**config.mk**
```make
export PLATFORM = sky130hd
export DESIGN_NAME = fpa_add
export DESIGN_NICKNAME = d
export VERILOG_FILES = /design/src/rtl/fpa_pkg.sv /design/src/rtl/fpa_exp_cmp.sv /design/src/rtl/fpa_mant_add.sv /design/src/rtl/fpa_norm_chk.sv /design/src/rtl/fpa_add.sv
export SDC_FILE = /design/constraint.sdc
export NUM_CORES = 1
export LEC_CHECK = 0
export ABC_AREA = 1
export ABC_CLOCK_PERIOD_IN_PS = 2900
export BUFFER_PORTS_ARGS = -buffer_cell sky130_fd_sc_hd__buf_2
export CORE_MARGIN = 2
export CORE_UTILIZATION = 52
export CTS_BUF_LIST = sky130_fd_sc_hd__clkbuf_16
export DETAILED_ROUTE_END_ITERATION = 8
export PLACE_DENSITY = 0.79
export RECOVER_POWER = 25
export SLEW_MARGIN = 20
export SYNTH_ARGS = -nofsm -noshare
export SYNTH_HDL_FRONTEND = slang
export SYNTH_SLANG_ARGS = --single-unit
```
**constraint.sdc**
```tcl
create_clock -name clk -period 2.9 [get_ports clk]
set_clock_uncertainty 0.2 [all_clocks]
set_input_delay 0 -clock clk [delete_from_list [all_inputs] [get_ports clk]]
set_output_delay 0 -clock clk [all_outputs]
set_load 0.01 [all_outputs]
```
**src/rtl/fpa_pkg.sv**
```systemverilog
package fpa_pkg;

    typedef enum logic [2:0] {
        ST_IDLE,
        ST_ALIGN,
        ST_ADD,
        ST_NORM,
        ST_DONE
    } fpa_state_e;

endpackage

```
**src/rtl/fpa_exp_cmp.sv**
```systemverilog
module fpa_exp_cmp #(
    parameter int MANT_W = 12,
    parameter int EXP_W  = 6
) (
    input  logic [MANT_W-1:0] a_mant,
    input  logic [EXP_W-1:0]  a_exp,
    input  logic [MANT_W-1:0] b_mant,
    input  logic [EXP_W-1:0]  b_exp,
    output logic [MANT_W-1:0] base_mant,
    output logic [MANT_W-1:0] minor_mant,
    output logic [EXP_W-1:0]  base_exp,
    output logic [EXP_W:0]    shift_amt,
    output logic              flush
);
    localparam logic [EXP_W:0] MANT_W_L = (EXP_W+1)'(MANT_W);

    logic            a_ge_b;
    logic [EXP_W:0]  a_ext;
    logic [EXP_W:0]  b_ext;

    always_comb begin
        a_ext  = {a_exp[EXP_W-1], a_exp};
        b_ext  = {b_exp[EXP_W-1], b_exp};
        a_ge_b = ($signed(a_exp) >= $signed(b_exp));
        if (a_ge_b) begin
            base_mant  = a_mant;
            minor_mant = b_mant;
            base_exp   = a_exp;
            shift_amt  = a_ext - b_ext;
        end else begin
            base_mant  = b_mant;
            minor_mant = a_mant;
            base_exp   = b_exp;
            shift_amt  = b_ext - a_ext;
        end
        flush = (shift_amt >= MANT_W_L);
    end
endmodule

```
**src/rtl/fpa_mant_add.sv**
```systemverilog
module fpa_mant_add #(
    parameter int MANT_W = 12
) (
    input  logic [MANT_W-1:0] x_mant,
    input  logic [MANT_W-1:0] y_mant,
    output logic [MANT_W-1:0] sum_mant,
    output logic              ovf,
    output logic              is_zero
);
    logic [MANT_W:0] wide_sum;

    always_comb begin
        wide_sum = {x_mant[MANT_W-1], x_mant} + {y_mant[MANT_W-1], y_mant};
        ovf      = wide_sum[MANT_W] ^ wide_sum[MANT_W-1];
        is_zero  = (wide_sum == '0);
        sum_mant = ovf ? wide_sum[MANT_W:1] : wide_sum[MANT_W-1:0];
    end
endmodule

```
**src/rtl/fpa_norm_chk.sv**
```systemverilog
module fpa_norm_chk #(
    parameter int MANT_W = 12
) (
    input  logic [MANT_W-1:0] mant,
    output logic              normed
);
    always_comb begin
        normed = mant[MANT_W-1] ^ mant[MANT_W-2];
    end
endmodule

```
**src/rtl/fpa_add.sv**
```systemverilog
module fpa_add
    import fpa_pkg::*;
#(
    parameter int MANT_W = 12,
    parameter int EXP_W  = 6
) (
    input  logic              clk,
    input  logic              rst_n,
    input  logic              start,
    input  logic [MANT_W-1:0] a_mant,
    input  logic [EXP_W-1:0]  a_exp,
    input  logic [MANT_W-1:0] b_mant,
    input  logic [EXP_W-1:0]  b_exp,
    output logic              busy,
    output logic              done,
    output logic [MANT_W-1:0] res_mant,
    output logic [EXP_W-1:0]  res_exp
);
    localparam logic [EXP_W-1:0] EXP_MIN = {1'b1, {(EXP_W-1){1'b0}}};
    localparam logic [EXP_W:0]   CNT_ONE = (EXP_W+1)'(1);

    fpa_state_e state_q, state_d;

    logic [MANT_W-1:0] acc_q;
    logic [MANT_W-1:0] aux_q;
    logic [EXP_W-1:0]  exp_q;
    logic [EXP_W:0]    cnt_q;

    logic [MANT_W-1:0] base_mant, minor_mant;
    logic [EXP_W-1:0]  base_exp;
    logic [EXP_W:0]    shift_amt;
    logic              flush;
    logic [MANT_W-1:0] sum_mant;
    logic              sum_ovf, sum_zero;
    logic              normed;
    logic              at_floor;

    fpa_exp_cmp #(.MANT_W(MANT_W), .EXP_W(EXP_W)) u_cmp (
        .a_mant     (a_mant),
        .a_exp      (a_exp),
        .b_mant     (b_mant),
        .b_exp      (b_exp),
        .base_mant  (base_mant),
        .minor_mant (minor_mant),
        .base_exp   (base_exp),
        .shift_amt  (shift_amt),
        .flush      (flush)
    );

    fpa_mant_add #(.MANT_W(MANT_W)) u_add (
        .x_mant   (acc_q),
        .y_mant   (aux_q),
        .sum_mant (sum_mant),
        .ovf      (sum_ovf),
        .is_zero  (sum_zero)
    );

    fpa_norm_chk #(.MANT_W(MANT_W)) u_norm (
        .mant   (acc_q),
        .normed (normed)
    );

    assign at_floor = (exp_q == EXP_MIN);

    // state register
    always_ff @(posedge clk or negedge rst_n) begin
        if (!rst_n) state_q <= ST_IDLE;
        else        state_q <= state_d;
    end

    // next-state logic
    always_comb begin
        state_d = state_q;
        unique case (state_q)
            ST_IDLE: begin
                if (start) begin
                    if (flush || shift_amt == '0) state_d = ST_ADD;
                    else                          state_d = ST_ALIGN;
                end
            end
            ST_ALIGN: begin
                if (cnt_q == CNT_ONE) state_d = ST_ADD;
            end
            ST_ADD: begin
                state_d = sum_zero ? ST_DONE : ST_NORM;
            end
            ST_NORM: begin
                if (normed || at_floor) state_d = ST_DONE;
            end
            ST_DONE: state_d = ST_IDLE;
            default: state_d = ST_IDLE;
        endcase
    end

    // datapath registers
    always_ff @(posedge clk or negedge rst_n) begin
        if (!rst_n) begin
            acc_q <= '0;
            aux_q <= '0;
            exp_q <= '0;
            cnt_q <= '0;
        end else begin
            unique case (state_q)
                ST_IDLE: begin
                    if (start) begin
                        acc_q <= base_mant;
                        aux_q <= flush ? '0 : minor_mant;
                        exp_q <= base_exp;
                        cnt_q <= flush ? '0 : shift_amt;
                    end
                end
                ST_ALIGN: begin
                    aux_q <= $signed(aux_q) >>> 1;
                    cnt_q <= cnt_q - CNT_ONE;
                end
                ST_ADD: begin
                    if (sum_zero) begin
                        acc_q <= '0;
                        exp_q <= EXP_MIN;
                    end else begin
                        acc_q <= sum_mant;
                        exp_q <= exp_q + EXP_W'(sum_ovf);
                    end
                end
                ST_NORM: begin
                    if (!normed && !at_floor) begin
                        acc_q <= acc_q << 1;
                        exp_q <= exp_q - EXP_W'(1);
                    end
                end
                ST_DONE: ;
                default: ;
            endcase
        end
    end

    // outputs
    always_comb begin
        busy     = (state_q != ST_IDLE);
        done     = (state_q == ST_DONE);
        res_mant = acc_q;
        res_exp  = exp_q;
    end
endmodule

```
# After elaboration in Yosys (flattened, before gate mapping)
# Index checks and enable logic that the tools add are counted.
# W data, S select, Z words.
dict set report totals {
  word_cells 67
  regBits 40
  inputBits 39
}
dict set report classes {
  bitwise_logic 3
  n_reduce_logical 15
  addsub 6
  n_eq_ne 10
  order_cmp 2
  n_mux 25
}
# operator n
set ops {}
lappend ops {{$mux W12} 8}
lappend ops {{$pmux W12 S3} 1}
lappend ops {{$mux W6} 4}
lappend ops {{$pmux W12 S2} 1}
lappend ops {{$mux W7} 3}
lappend ops {{$pmux W6 S3} 1}
lappend ops {{$pmux W7 S2} 1}
lappend ops {{$sub A6 B6 Y7} 2}
lappend ops {{$add A12 B12 Y13} 1}
lappend ops {{$logic_not A13 Y1} 1}
lappend ops {{$mux W3} 4}
lappend ops {{$pmux W3 S4} 1}
lappend ops {{$reduce_and A3 Y1} 3}
lappend ops {{$ne A2 B2 Y1 const B} 4}
lappend ops {{$eq A7 B1 Y1 const B} 1}
lappend ops {{$ge A7 B4 Y1 const B} 1}
lappend ops {{$logic_not A7 Y1} 1}
lappend ops {{$sub A7 B1 Y7 const B} 1}
lappend ops {{$add A6 B1 Y6} 1}
lappend ops {{$eq A3 B2 Y1 const B} 2}
lappend ops {{$eq A6 B6 Y1 const B} 1}
lappend ops {{$ge A6 B6 Y1} 1}
lappend ops {{$reduce_bool A3 Y1} 2}
lappend ops {{$sub A6 B1 Y6 const B} 1}
lappend ops {{11 further kinds} 14}

# Longest topological paths before layout
# Gate-level depths: netlist of run 1.
dict set report depth {
  word_depth 7
  ltp_mapped 21
  depth_no_buf 20
}

# Hierarchy
# From an unflattened synthesis of run 1, not the netlist that was laid out.
dict set report hier_totals {
  cells_unflattened 751
  area_unflattened_um2 4593.2
}
# mod instances cells_per_inst area_each_um2 seq_area_each_um2
set by_module_without_submodules {}
lappend by_module_without_submodules {fpa_add 1 335 2423.6 1001.0}
lappend by_module_without_submodules {fpa_exp_cmp 1 204 1089.8 0.0}
lappend by_module_without_submodules {fpa_mant_add 1 207 1061.0 0.0}
lappend by_module_without_submodules {fpa_norm_chk 1 5 18.8 0.0}

# Worst setup path before layout of run 1
# Ideal clock, no wire load.
dict set report synth_path {
  path_type {reg-to-reg}
  startpoint {reg acc_q[0], in the netlist res_mant[0]}
  endpoint {reg exp_q[4], in the netlist res_exp[4]}
  arrival_ns 2.751
  slack_ns -0.168
  t_required_ns 2.584
  path_stages_with_launch 21
  cell_sequence {dfrtp_1 > ha_1 > fa_1 > nand3_1 > nand2_1 > nand3_1 > nand3_1 > nand2_1 > nand2_1 > nor2_1 > inv_1 > nand2_1 > buf_4 > inv_1 > ha_1 > ha_1 > nand3_1 > xor2_1 > o21ai_0 > nand2_1 > nand2_1}
}
dict set report synth_via {
  elab_chain_cells 5
  elab_cells_between_ends 6
  cone_classes {add/sub: 2; mux: 2; bitwise: 1; reduce/logical: 1}
}
# item line_no
set synth_lines {}
lappend synth_lines {{start, declared} fpa_add.sv:24} ;# logic [MANT_W-1:0] acc_q;
lappend synth_lines {{start signal, assigned} fpa_add.sv:106} ;# acc_q <= base_mant;
lappend synth_lines {{start signal, assigned} fpa_add.sv:121} ;# acc_q <= sum_mant;
lappend synth_lines {{start signal, assigned} fpa_add.sv:127} ;# acc_q <= acc_q << 1;
lappend synth_lines {{$add A12 B12 Y13 (*)} fpa_mant_add.sv:13} ;# wide_sum = {x_mant[MANT_W-1], x_mant} + {y_mant[MANT_W-1], y_mant};
lappend synth_lines {{$xor A1 B1 Y1} fpa_mant_add.sv:14} ;# ovf = wide_sum[MANT_W] ^ wide_sum[MANT_W-1];
lappend synth_lines {{$add A6 B1 Y6} fpa_add.sv:122} ;# exp_q <= exp_q + EXP_W'(sum_ovf);
lappend synth_lines {{$mux W6 (*)} fpa_add.sv:117} ;# if (sum_zero) begin
lappend synth_lines {{$pmux W6 S3 (*)} fpa_add.sv:103} ;# unique case (state_q)
lappend synth_lines {{end signal, assigned} fpa_add.sv:108} ;# exp_q <= base_exp;
lappend synth_lines {{end signal, assigned} fpa_add.sv:122}
lappend synth_lines {{end signal, assigned} fpa_add.sv:128} ;# exp_q <= exp_q - EXP_W'(1);
lappend synth_lines {{end, declared} fpa_add.sv:26} ;# logic [EXP_W-1:0] exp_q;
# Mark *: on every way between the ends. The rest lies on a longest branch, timed or not.
# A chain may end at the register's enable or synchronous reset.

# Worst setup path after layout of run 1
dict set report layout_path {
  startpoint {reg aux_q[6]}
  endpoint {reg exp_q[5], in the netlist res_exp[5]}
}
dict set report layout_via {
  elab_chain_cells 5
  elab_cells_between_ends 6
  cone_classes {add/sub: 2; mux: 2; bitwise: 1; reduce/logical: 1}
}
# item line_no
set layout_lines {}
lappend layout_lines {{start, declared} fpa_add.sv:25} ;# logic [MANT_W-1:0] aux_q;
lappend layout_lines {{start signal, assigned} fpa_add.sv:107} ;# aux_q <= flush ? '0 : minor_mant;
lappend layout_lines {{start signal, assigned} fpa_add.sv:113} ;# aux_q <= $signed(aux_q) >>> 1;
lappend layout_lines {{$add A12 B12 Y13 (*)} fpa_mant_add.sv:13}
lappend layout_lines {{$xor A1 B1 Y1} fpa_mant_add.sv:14}
lappend layout_lines {{$add A6 B1 Y6} fpa_add.sv:122}
lappend layout_lines {{$mux W6 (*)} fpa_add.sv:117}
lappend layout_lines {{$pmux W6 S3 (*)} fpa_add.sv:103}
# Marks and branches as above.

==> flow_summary.json, run 1 <==
{
  "cts-root-buf": "clkbuf_16",
  "synth_area_leaders": "dfrtp_1, nand2_1, inv_1, ha_1, nand3_1",
  "fin_ws_ns": -0.003091,
  "layout_min_cycle_time_ns": 2.903,
  "clock-sinks": 40,
  "firstDrtPassIters": 6,
  "slew_violations": 0,
  "crit_type": "reg2reg",
  "fin_nets": 921,
  "arrival_ns": 2.87,
  "cp-startpoint": "aux_q[6]",
  "grt_remaining_overflow": 0,
  "layout-drive-gt1-share_pct": 18.26,
  "pre_cts_ws_ns": -0.01297,
  "syn_area_um2": 4513,
  "ys_seq_area_share_pct": 22.18,
  "synth_async_sr_flop_share_pct": 100.0,
  "grt_start_max_net_pins": 41,
  "ys_ff_latch": 40,
  "violations": "hold timing, setup timing",
  "synth_flop_cell": "dfrtp_1",
  "timing.max_cap.violations": 0,
  "rsz0062_at_grt": "true",
  "io_pins": 59,
  "holdWs_ns": -0.0009799,
  "row_count": 33,
  "ant_nets": 0,
  "placed_cell_area_um2": 5000,
  "core_um2": 8299,
  "cts_tree": "done",
  "grt_pass1_wl_um": 22250,
  "r2r_slack_ns": -0.003,
  "die_h_um": 97.16,
  "synth.distinct_cells": 39,
  "n_antenna_cell": 0,
  "slowest_stage": "dfrtp_1",
  "die_area_um2": 9440,
  "syn_area_per_cell_um2": 5.970,
  "met2_length_um": 6548,
  "outcome": "complete, but fails checks",
  "fin_crit_sh_pct": 100.1,
  "die_w_um": 97.16,
  "antenna_found_initial": 0,
  "crit_path_frequent_cell": "nand2_1",
  "cp-start-kind": "register",
  "hpwl_um": 9949,
  "vias": 5272,
  "synth_edf_count": 0,
  "max-slew-margin-rel_pct": 34.50,
  "numCtsBuffers": 5,
  "worstHoldStart": "b_mant[4]",
  "setup_viol": 1,
  "synth_top_cell_by_area": "dfrtp_1",
  "synth_warnings": 0,
  "reg2reg_from": "aux_q[6]",
  "finalHoldViolCount": 1,
  "cp_max_fo": 5,
  "clk_latency_ns": 0.28,
  "synth_most_common_cell": "nand2_1",
  "grt_use_total_pct": 27.82,
  "wirelength_um": 13710,
  "synth_commonest_cells": "nand2_1, inv_1, nand3_1",
  "area_delta_synth_final_pct": 24.76,
  "crit_chain": "ha_4 -> nand2_1 -> nand2_2 -> inv_1 -> nand2_1 -> nand2_1 -> nand4_1 -> nand2_2 -> nor2_4 -> inv_2 -> nand2_2 -> inv_2 -> ha_4 -> nand3_2 -> nor3_2 -> xor2_1 -> nand2_1 -> a21oi_2 -> a21oi_2",
  "drtIter0Drc": 387,
  "clk_pin_slew_worst_paths_ns": 0.06,
  "worstSetupEndpointType": "register",
  "max_freq_mhz": 344.5,
  "dr_wl_met3_um": 1038,
  "cellPowerDensity_nw_per_um2": 1144,
  "tightest_slew_ns": 0.9826,
  "viasPerCell": 5.526,
  "wirelength_met1_um": 5838,
  "synthCells": 756,
  "critPathRequiredTime_ns": 2.87,
  "grt_pass1_vias": 4859,
  "fin_area_um2": 5630,
  "avgRoutedWirePerCell_um": 14.37,
  "cts.path.max_buffers": 2,
  "synth_top_cell_area_share_pct": 22.18,
  "hold_class": "in2reg",
  "start_util_pct": 54.38,
  "p_leak_nw": 3.108,
  "htree_levels": 2,
  "maxUsedRoutingLayer": "met4",
  "place.gp.congestion": 0.9484,
  "vdd_drop_max_mv": 0.5562,
  "synthesis.nets": 828,
  "io_buffers": 58,
  "cpPeakStageDelay_ns": 0.44,
  "drc_errors": 0
}
==> final cells by class <==
cell class	count	area (um^2)
sequential	40	1002
clock inverter	2	8.758
timing repair buffer	112	753.2
fill	730	2669
clock buffer	5	125.1
tap	105	131.4
multi-input combinational	568	3152
inverter	122	457.9
==> power breakdown <==
group          leakage, nW  internal, mW  switching, mW
Clock               0.0709         0.309          0.215
Combinational         2.53          1.87           2.91
Sequential           0.506         0.816          0.316
==> cell families (layout without fill, tap and decap cells) <==
| kind of cell | Yosys count | in the layout | share of synthesized area, % |
|---|---|---|---|
| mux | 4 | 4 | 0.9149 |
| flops | 40 | 40 | 22.18 |
| buf+inv | 148 | 241 | 13.45 |
| fa+ha+maj | 33 | 33 | 9.648 |
| simple gates | 414 | 414 | 38.79 |
| xor+xnor | 10 | 10 | 1.941 |
| compound gates | 107 | 107 | 13.09 |
==> timing repair <==
action,CTS,global route
gates cloned,0,0
setup endpoints to repair,3,9
resized for setup,1,40
pin swaps,2,16
hold buffers,24,0
hold endpoints to repair,62,0
setup buffers,1,4
==> flip-flops by register name, summed over array words and instances (netlist names) <==
name and count:
res_mant 12, aux_q 12, cnt_q 7, state_q 3, res_exp 6
==> through the flow <==
step	utilization (%)	instances	setup TNS [ns]	hold slack, ns	power [mW]
2_1_floorplan	-	756	0	-0.4956	4.103
3_3_place_gp	60.24	918	0	-0.01184	5.134
3_5_place_dp	60.24	918	-0.01297	0.001416	5.252
4_1_cts	64.87	950	0	0.003116	5.853
5_1_grt	67.84	954	-0.1471	0.04009	7.067
6_report	67.84	954	-0.003091	-0.0009799	6.440
==> final timing paths <==
| path | to | depth (start not counted) |
|---|---|---|
| setup / recovery | res_exp[5] | 19 |
| hold / removal | aux_q[4] | 7 |
| setup reg to reg | res_exp[5] | 19 |
| hold reg to reg | cnt_q[6] | 1 |
| max in group asynchronous | res_mant[0] | 2 |
| min in group asynchronous | cnt_q[1] | 2 |
==> layout by cell type, fill, tap and decap left out, types with 13 or more instances in the layout <==
cell and count:
nand2_2 13, o21ai_0 55, ha_1 16, a21oi_1 29
nand2_1 257, dfrtp_1 39, dlygate4sd3_1 24, buf_4 30
inv_1 116, nand3_1 67, buf_2 56, nor2_1 42
==> routing by layer <==
| layer | vias to the layer above | track usage (%) |
|---|---|---|
| met4 | 0 | 6.501 |
| met1 | 2460 | 38.39 |
| li1 | 2567 | - |
| met2 | 213 | 45.99 |
| met5 | - | 0 |
| met3 | 32 | 4.245 |
==> critical path: cells and delay by family (launching register included) <==
| kind | cells | cell delay (ns) |
|---|---|---|
| simple gates | 11 | 1.14 |
| fa+ha+maj | 2 | 0.41 |
| compound gates | 2 | 0.20 |
| flops | 1 | 0.44 |
| xor+xnor | 1 | 0.18 |
| buf+inv | 3 | 0.20 |
Note: power is estimated with default switching activity, not from simulation.
==> inputs of run 2 (changes only) <==
--- a/config.mk
+++ b/config.mk
@@ -12,7 +12,7 @@
 export CORE_UTILIZATION = 52
 export CTS_BUF_LIST = sky130_fd_sc_hd__clkbuf_16
 export DETAILED_ROUTE_END_ITERATION = 8
-export PLACE_DENSITY = 0.79
+export PLACE_DENSITY = 0.85
 export RECOVER_POWER = 25
 export SLEW_MARGIN = 20
 export SYNTH_ARGS = -nofsm -noshare
==> flow_summary.json, run 2 (same netlist as run 1, synthesis figures left out) <==
{
  "cts.path.max_buffers": 2,
  "die_area_um2": 9440,
  "rsz0062_at_grt": "true",
  "grt_remaining_overflow": 0,
  "fin_tns_setup_ns": 0,
  "clk_latency_ns": 0.29,
  "area_delta_synth_final_pct": 27.53,
  "grt_pass1_vias": 4785,
  "dp.cells": 918,
  "r2r_slack_ns": 0.06,
  "vias": 5304,
  "clock-sinks": 40,
  "holdWs_ns": 0.009260,
  "arrival_ns": 2.81,
  "final_common_cell": "nand2_1",
  "crit_type": "reg2reg",
  "timing.max_cap.violations": 0,
  "n_antenna_cell": 0,
  "drc_errors": 0,
  "wirelength_um": 13950,
  "layout-drive-gt1-share_pct": 18.63,
  "fin_area_um2": 5756,
  "grt_start_max_net_pins": 41,
  "layout_min_cycle_time_ns": 2.840,
  "slowest_stage": "dfrtp_1",
  "cp-startpoint": "aux_q[0]",
  "start_util_pct": 54.38,
  "clk_pin_slew_worst_paths_ns": 0.06,
  "fillers": 674,
  "numCtsBuffers": 5,
  "row_count": 33,
  "cts_tree": "done",
  "core_um2": 8299,
  "critPathRequiredTime_ns": 2.87,
  "cpPeakStageDelay_ns": 0.42,
  "vdd_drop_max_mv": 0.5766,
  "hpwl_um": 9282,
  "io_buffers": 58,
  "fin_nets": 930,
  "path_buf_inv": 1,
  "hold_class": "in2reg",
  "die_w_um": 97.16,
  "grt_use_total_pct": 27.44,
  "finalHoldViolCount": 0,
  "drtIter0Drc": 504,
  "register_area_um2": 1005,
  "place.gp.congestion": 0.9217,
  "firstDrtPassIters": 6,
  "worstSetupEndpointType": "register",
  "fin_crit_sh_pct": 97.95,
  "worstHoldStart": "b_mant[2]",
  "placed_cell_area_um2": 5000,
  "cellPowerDensity_nw_per_um2": 1162,
  "tightest_slew_ns": 0.9617,
  "setup_viol": 0,
  "antenna_found_initial": 0,
  "avgRoutedWirePerCell_um": 14.47,
  "total_power_mw": 6.690,
  "htree_levels": 2,
  "crit_chain": "ha_4 -> fa_2 -> nand3_2 -> nand2_2 -> nand3_2 -> nand3_1 -> nand2_1 -> nand2_2 -> nand2_2 -> nand2_2 -> inv_2 -> ha_4 -> nand3_4 -> nor3_4 -> xor2_1 -> nand2_1 -> a21oi_2 -> a21oi_1",
  "cp_max_fo": 4,
  "slew_violations": 0,
  "io_pins": 59,
  "multi_input_area_um2": 3151,
  "die_h_um": 97.16,
  "max_freq_mhz": 352.1,
  "crit_path_frequent_cell": "nand2_2",
  "max-slew-margin-rel_pct": 35.89,
  "grt_pass1_wl_um": 21650,
  "p_leak_nw": 3.178,
  "ant_nets": 0,
  "outcome": "finished clean",
  "reg2reg_from": "aux_q[0]",
  "cts-root-buf": "clkbuf_16",
  "cp-start-kind": "register",
  "final_cells": 964,
  "viasPerCell": 5.502,
  "final_cell_mix": "nand2_1, inv_1, nand3_1",
  "cp_top_family": "simple AND/OR/NAND/NOR gates"
}
## run 2: cell count changes in the layout (fill, tap and decap cells not counted), sizes merged
cell         previous run  this run
buf                    86        91
dlygate4sd3            24        29
bufinv                  0         1
clkbuf                  7         6
## run 2: through the flow
stage / setup WS [ns] / util (%)
finish: 0.05951 / 69.35
global route: -0.08766 / 69.35
CTS: 0.009630 / 65.78
detailed placement: 0.005864 / 60.24
global placement: 0.08288 / 60.24
floorplan: 0.002867 / -
## run 2: path summary, 6_finish.rpt
kind                               end  depth (start not counted)
hold / removal                aux_q[2]                          7
min in group asynchronous     cnt_q[6]                          2
hold reg to reg               cnt_q[6]                          1
setup / recovery            res_exp[5]                         18
max in group asynchronous  res_mant[1]                          2
setup reg to reg            res_exp[5]                         18
## run 2: where the power goes
part | switching, mW | total, mW | internal [mW]
Clock | 0.238 | 0.640 | 0.402
Sequential | 0.302 | 1.12 | 0.818
Combinational | 3.01 | 4.93 | 1.92
## run 2: cell type report
class	count	share of cell area [%]
inverters	122	7.957
well taps	105	2.283
repair buffers	121	14.72
flip-flops and latches	40	17.46
multi-input cells	568	54.74
clock buffers	5	2.174
clock inverters	3	0.6739
## run 2: repair_timing
item / CTS / global route
endpoints found under the hold margin: 64 / 0
pin swaps: 0 / 10
endpoints found under the setup margin: 1 / 8
buffers inserted: 0 / 9
hold buffers: 29 / 0
gates resized for setup: 1 / 44
## run 2: routing by layer
layer	global-route usage, %	up-vias	routed length, um
met5	0	-	0
li1	-	2587	-
met3	4.676	72	1167
met2	44.93	261	6455
met1	36.80	2384	5794
met4	9.209	0	534
## run 2: worst min-delay path, stage by stage
cell,delay [ns]
buf_2,0.10
inv_1,0.05
o21ai_0,0.08
nand2_1,0.06
nand2_1,0.04
nand2_1,0.07
o21ai_2,0.06
==> inputs of run 3 (changes only) <==
--- a/config.mk
+++ b/config.mk
@@ -17,4 +17,5 @@
 export SLEW_MARGIN = 20
 export SYNTH_ARGS = -nofsm -noshare
 export SYNTH_HDL_FRONTEND = slang
+export SYNTH_HIERARCHICAL = 1
 export SYNTH_SLANG_ARGS = --single-unit
==> flow_summary.json, run 3 <==
{
  "outcome": "complete, but fails checks",
  "violations": "setup timing",
  "numCtsBuffers": 5,
  "cts.path.max_buffers": 2,
  "synth_commonest_cells": "nand2_1, inv_1, nand3_1",
  "max-slew-margin-rel_pct": 28.49,
  "grt_start_max_net_pins": 41,
  "wirelength_um": 14060,
  "hpwl_um": 9734,
  "total_power_mw": 7.433,
  "arrival_ns": 2.98,
  "cp-start-kind": "register",
  "htree_levels": 2,
  "syn_area_per_cell_um2": 6.116,
  "vias": 5317,
  "place.gp.congestion": 0.9757,
  "worstHoldStart": "a_exp[0]",
  "reg2reg_depth": 17,
  "synth_top_cell_by_area": "dfrtp_1",
  "io_pins": 59,
  "clock-sinks": 40,
  "antenna_found_initial": 0,
  "synth_area_leaders": "dfrtp_1, nand2_1, nand3_1, inv_1, ha_1",
  "die_w_um": 97.99,
  "ant_nets": 0,
  "setup_viol": 15,
  "placed_cell_area_um2": 5071,
  "critPathRequiredTime_ns": 2.84,
  "vdd_drop_max_mv": 0.5540,
  "final_cell_mix": "nand2_1, inv_1, nand3_1",
  "cts-root-buf": "clkbuf_16",
  "rsz0062_at_grt": "true",
  "finalHoldViolCount": 0,
  "core_um2": 8636,
  "tightest_slew_ns": 1.073,
  "firstDrtPassIters": 6,
  "synth_edf_count": 0,
  "fin_ws_ns": -0.1415,
  "hold_class": "in2reg",
  "n_antenna_cell": 0,
  "clk_pin_slew_worst_paths_ns": 0.07,
  "fin_nets": 913,
  "slew_violations": 0,
  "worstSetupEndpointType": "register",
  "avgRoutedWirePerCell_um": 14.83,
  "synth.distinct_cells": 36,
  "ys_ff_latch": 40,
  "row_count": 34,
  "final_common_cell": "nand2_1",
  "synth_async_sr_flop_share_pct": 100.0,
  "start_util_pct": 53.19,
  "cp_max_fo": 7,
  "grt_use_total_pct": 27.35,
  "clk_latency_ns": 0.29,
  "synth_warnings": 6,
  "reg2reg_to": "res_mant[2]",
  "synthCells": 751,
  "synthesis.nets": 825,
  "viasPerCell": 5.609,
  "synth_most_common_cell": "nand2_1",
  "syn_area_um2": 4593,
  "reg2reg_from": "res_mant[0]",
  "max_freq_mhz": 328.8,
  "layout-drive-gt1-share_pct": 18.57,
  "p_leak_nw": 2.948,
  "crit_type": "reg2reg",
  "fin_area_um2": 5619,
  "die_h_um": 97.99,
  "synth_flop_cell": "dfrtp_1",
  "drc_errors": 0,
  "synth_top_cell_area_share_pct": 21.79,
  "timing.max_cap.violations": 0,
  "drtIter0Drc": 547,
  "min_to": "res_exp[0]",
  "cts_tree": "done",
  "grt_pass1_vias": 4813,
  "area_delta_synth_final_pct": 22.34,
  "die_area_um2": 9601,
  "min_delay_path_depth": 5,
  "grt_remaining_overflow": 0,
  "io_buffers": 58,
  "cellPowerDensity_nw_per_um2": 1323,
  "grt_pass1_wl_um": 21910,
  "layout_min_cycle_time_ns": 3.042,
  "ys_seq_area_share_pct": 21.79,
  "r2r_slack_ns": -0.14,
  "pre_cts_ws_ns": -0.07554,
  "fin_crit_sh_pct": 104.9
}
==> run 3: cell type report <==
cell class	instances	area (um^2)
clock inverters	3	46.29
inverters	113	429.2
clock buffers	5	125.1
multi-input cells	573	3231
repair buffers	105	644.4
flip-flops and latches	40	1002
repair inverters	1	6.256
fillers	765	3017
well taps	108	135.1
==> run 3: worst max-delay path, cell delays in order, from the launching register on <==
cell	delay, ns
dfrtp_1	0.36
ha_2	0.19
inv_2	0.04
fa_2	0.52
inv_2	0.04
or2_4	0.22
nor2_2	0.10
nand3_1	0.07
nor2_1	0.11
nand2_1	0.05
nor2_1	0.09
nand2_1	0.10
nor2_4	0.22
clkinv_4	0.16
nand3_2	0.11
o21ai_1	0.07
a21oi_1	0.13
o21ai_1	0.09
==> run 3: worst max-delay path by stage <==
stage,startpoint,end,slack (ns),depth (start not counted)
detailed placement,aux_q[0],res_mant[4],-0.08,17
finish,res_mant[0],res_mant[2],-0.14,17
floorplan,res_mant[0],res_exp[2],-0.002,19
global placement,aux_q[0],res_mant[7],0.03,17
CTS,aux_q[0],res_exp[3],0.004,18
global route,aux_q[0],res_mant[2],-0.23,17
==> run 3: cell families after synthesis <==
group                    after synthesis  share of synthesized area [%]
adder cells (fa/ha/maj)               35                          10.02
XOR/XNOR                               8                          1.526
AND/OR/NAND/NOR                      408                          38.87
buffers and inverters                138                          13.05
AO/OA/AOI/OAI                        122                          14.74
flip-flops                            40                          21.79
==> run 3: repair_timing <==
item                                   4_1_cts  5_1_grt
pin swaps                                    1       20
cloned                                       0        1
resized for setup                            3       56
endpoints found under the hold margin       52        0
setup endpoints to repair                   16       20
hold buffers                                15        0
buffers inserted                             2        3
==> run 3: per-layer routing <==
metal	up-vias	share of wire [%]	global-route usage [%]
li1	2591	-	-
met1	2395	42	37.47
met2	281	46	45.57
met3	50	9.4	4.510
met4	0	2.6	6.090
met5	-	0	0
==> run 3: through the flow <==
step	TNS [ns]	cells	util (%)	hold WS (ns)
CTS	0	945	62.75	0.004960
floorplan	-0.001704	751	-	-0.4956
global route	-3.270	948	65.07	0.02691
finish	-1.026	948	65.07	0.004348
detailed placement	-0.5918	920	58.72	0.002687
global placement	0	920	58.72	0.004474
==> run 3: power by group <==
group	switching, mW	internal [mW]
Sequential	0.364	0.848
Clock	0.252	0.410
Combinational	3.46	2.10
Total	4.08	3.35
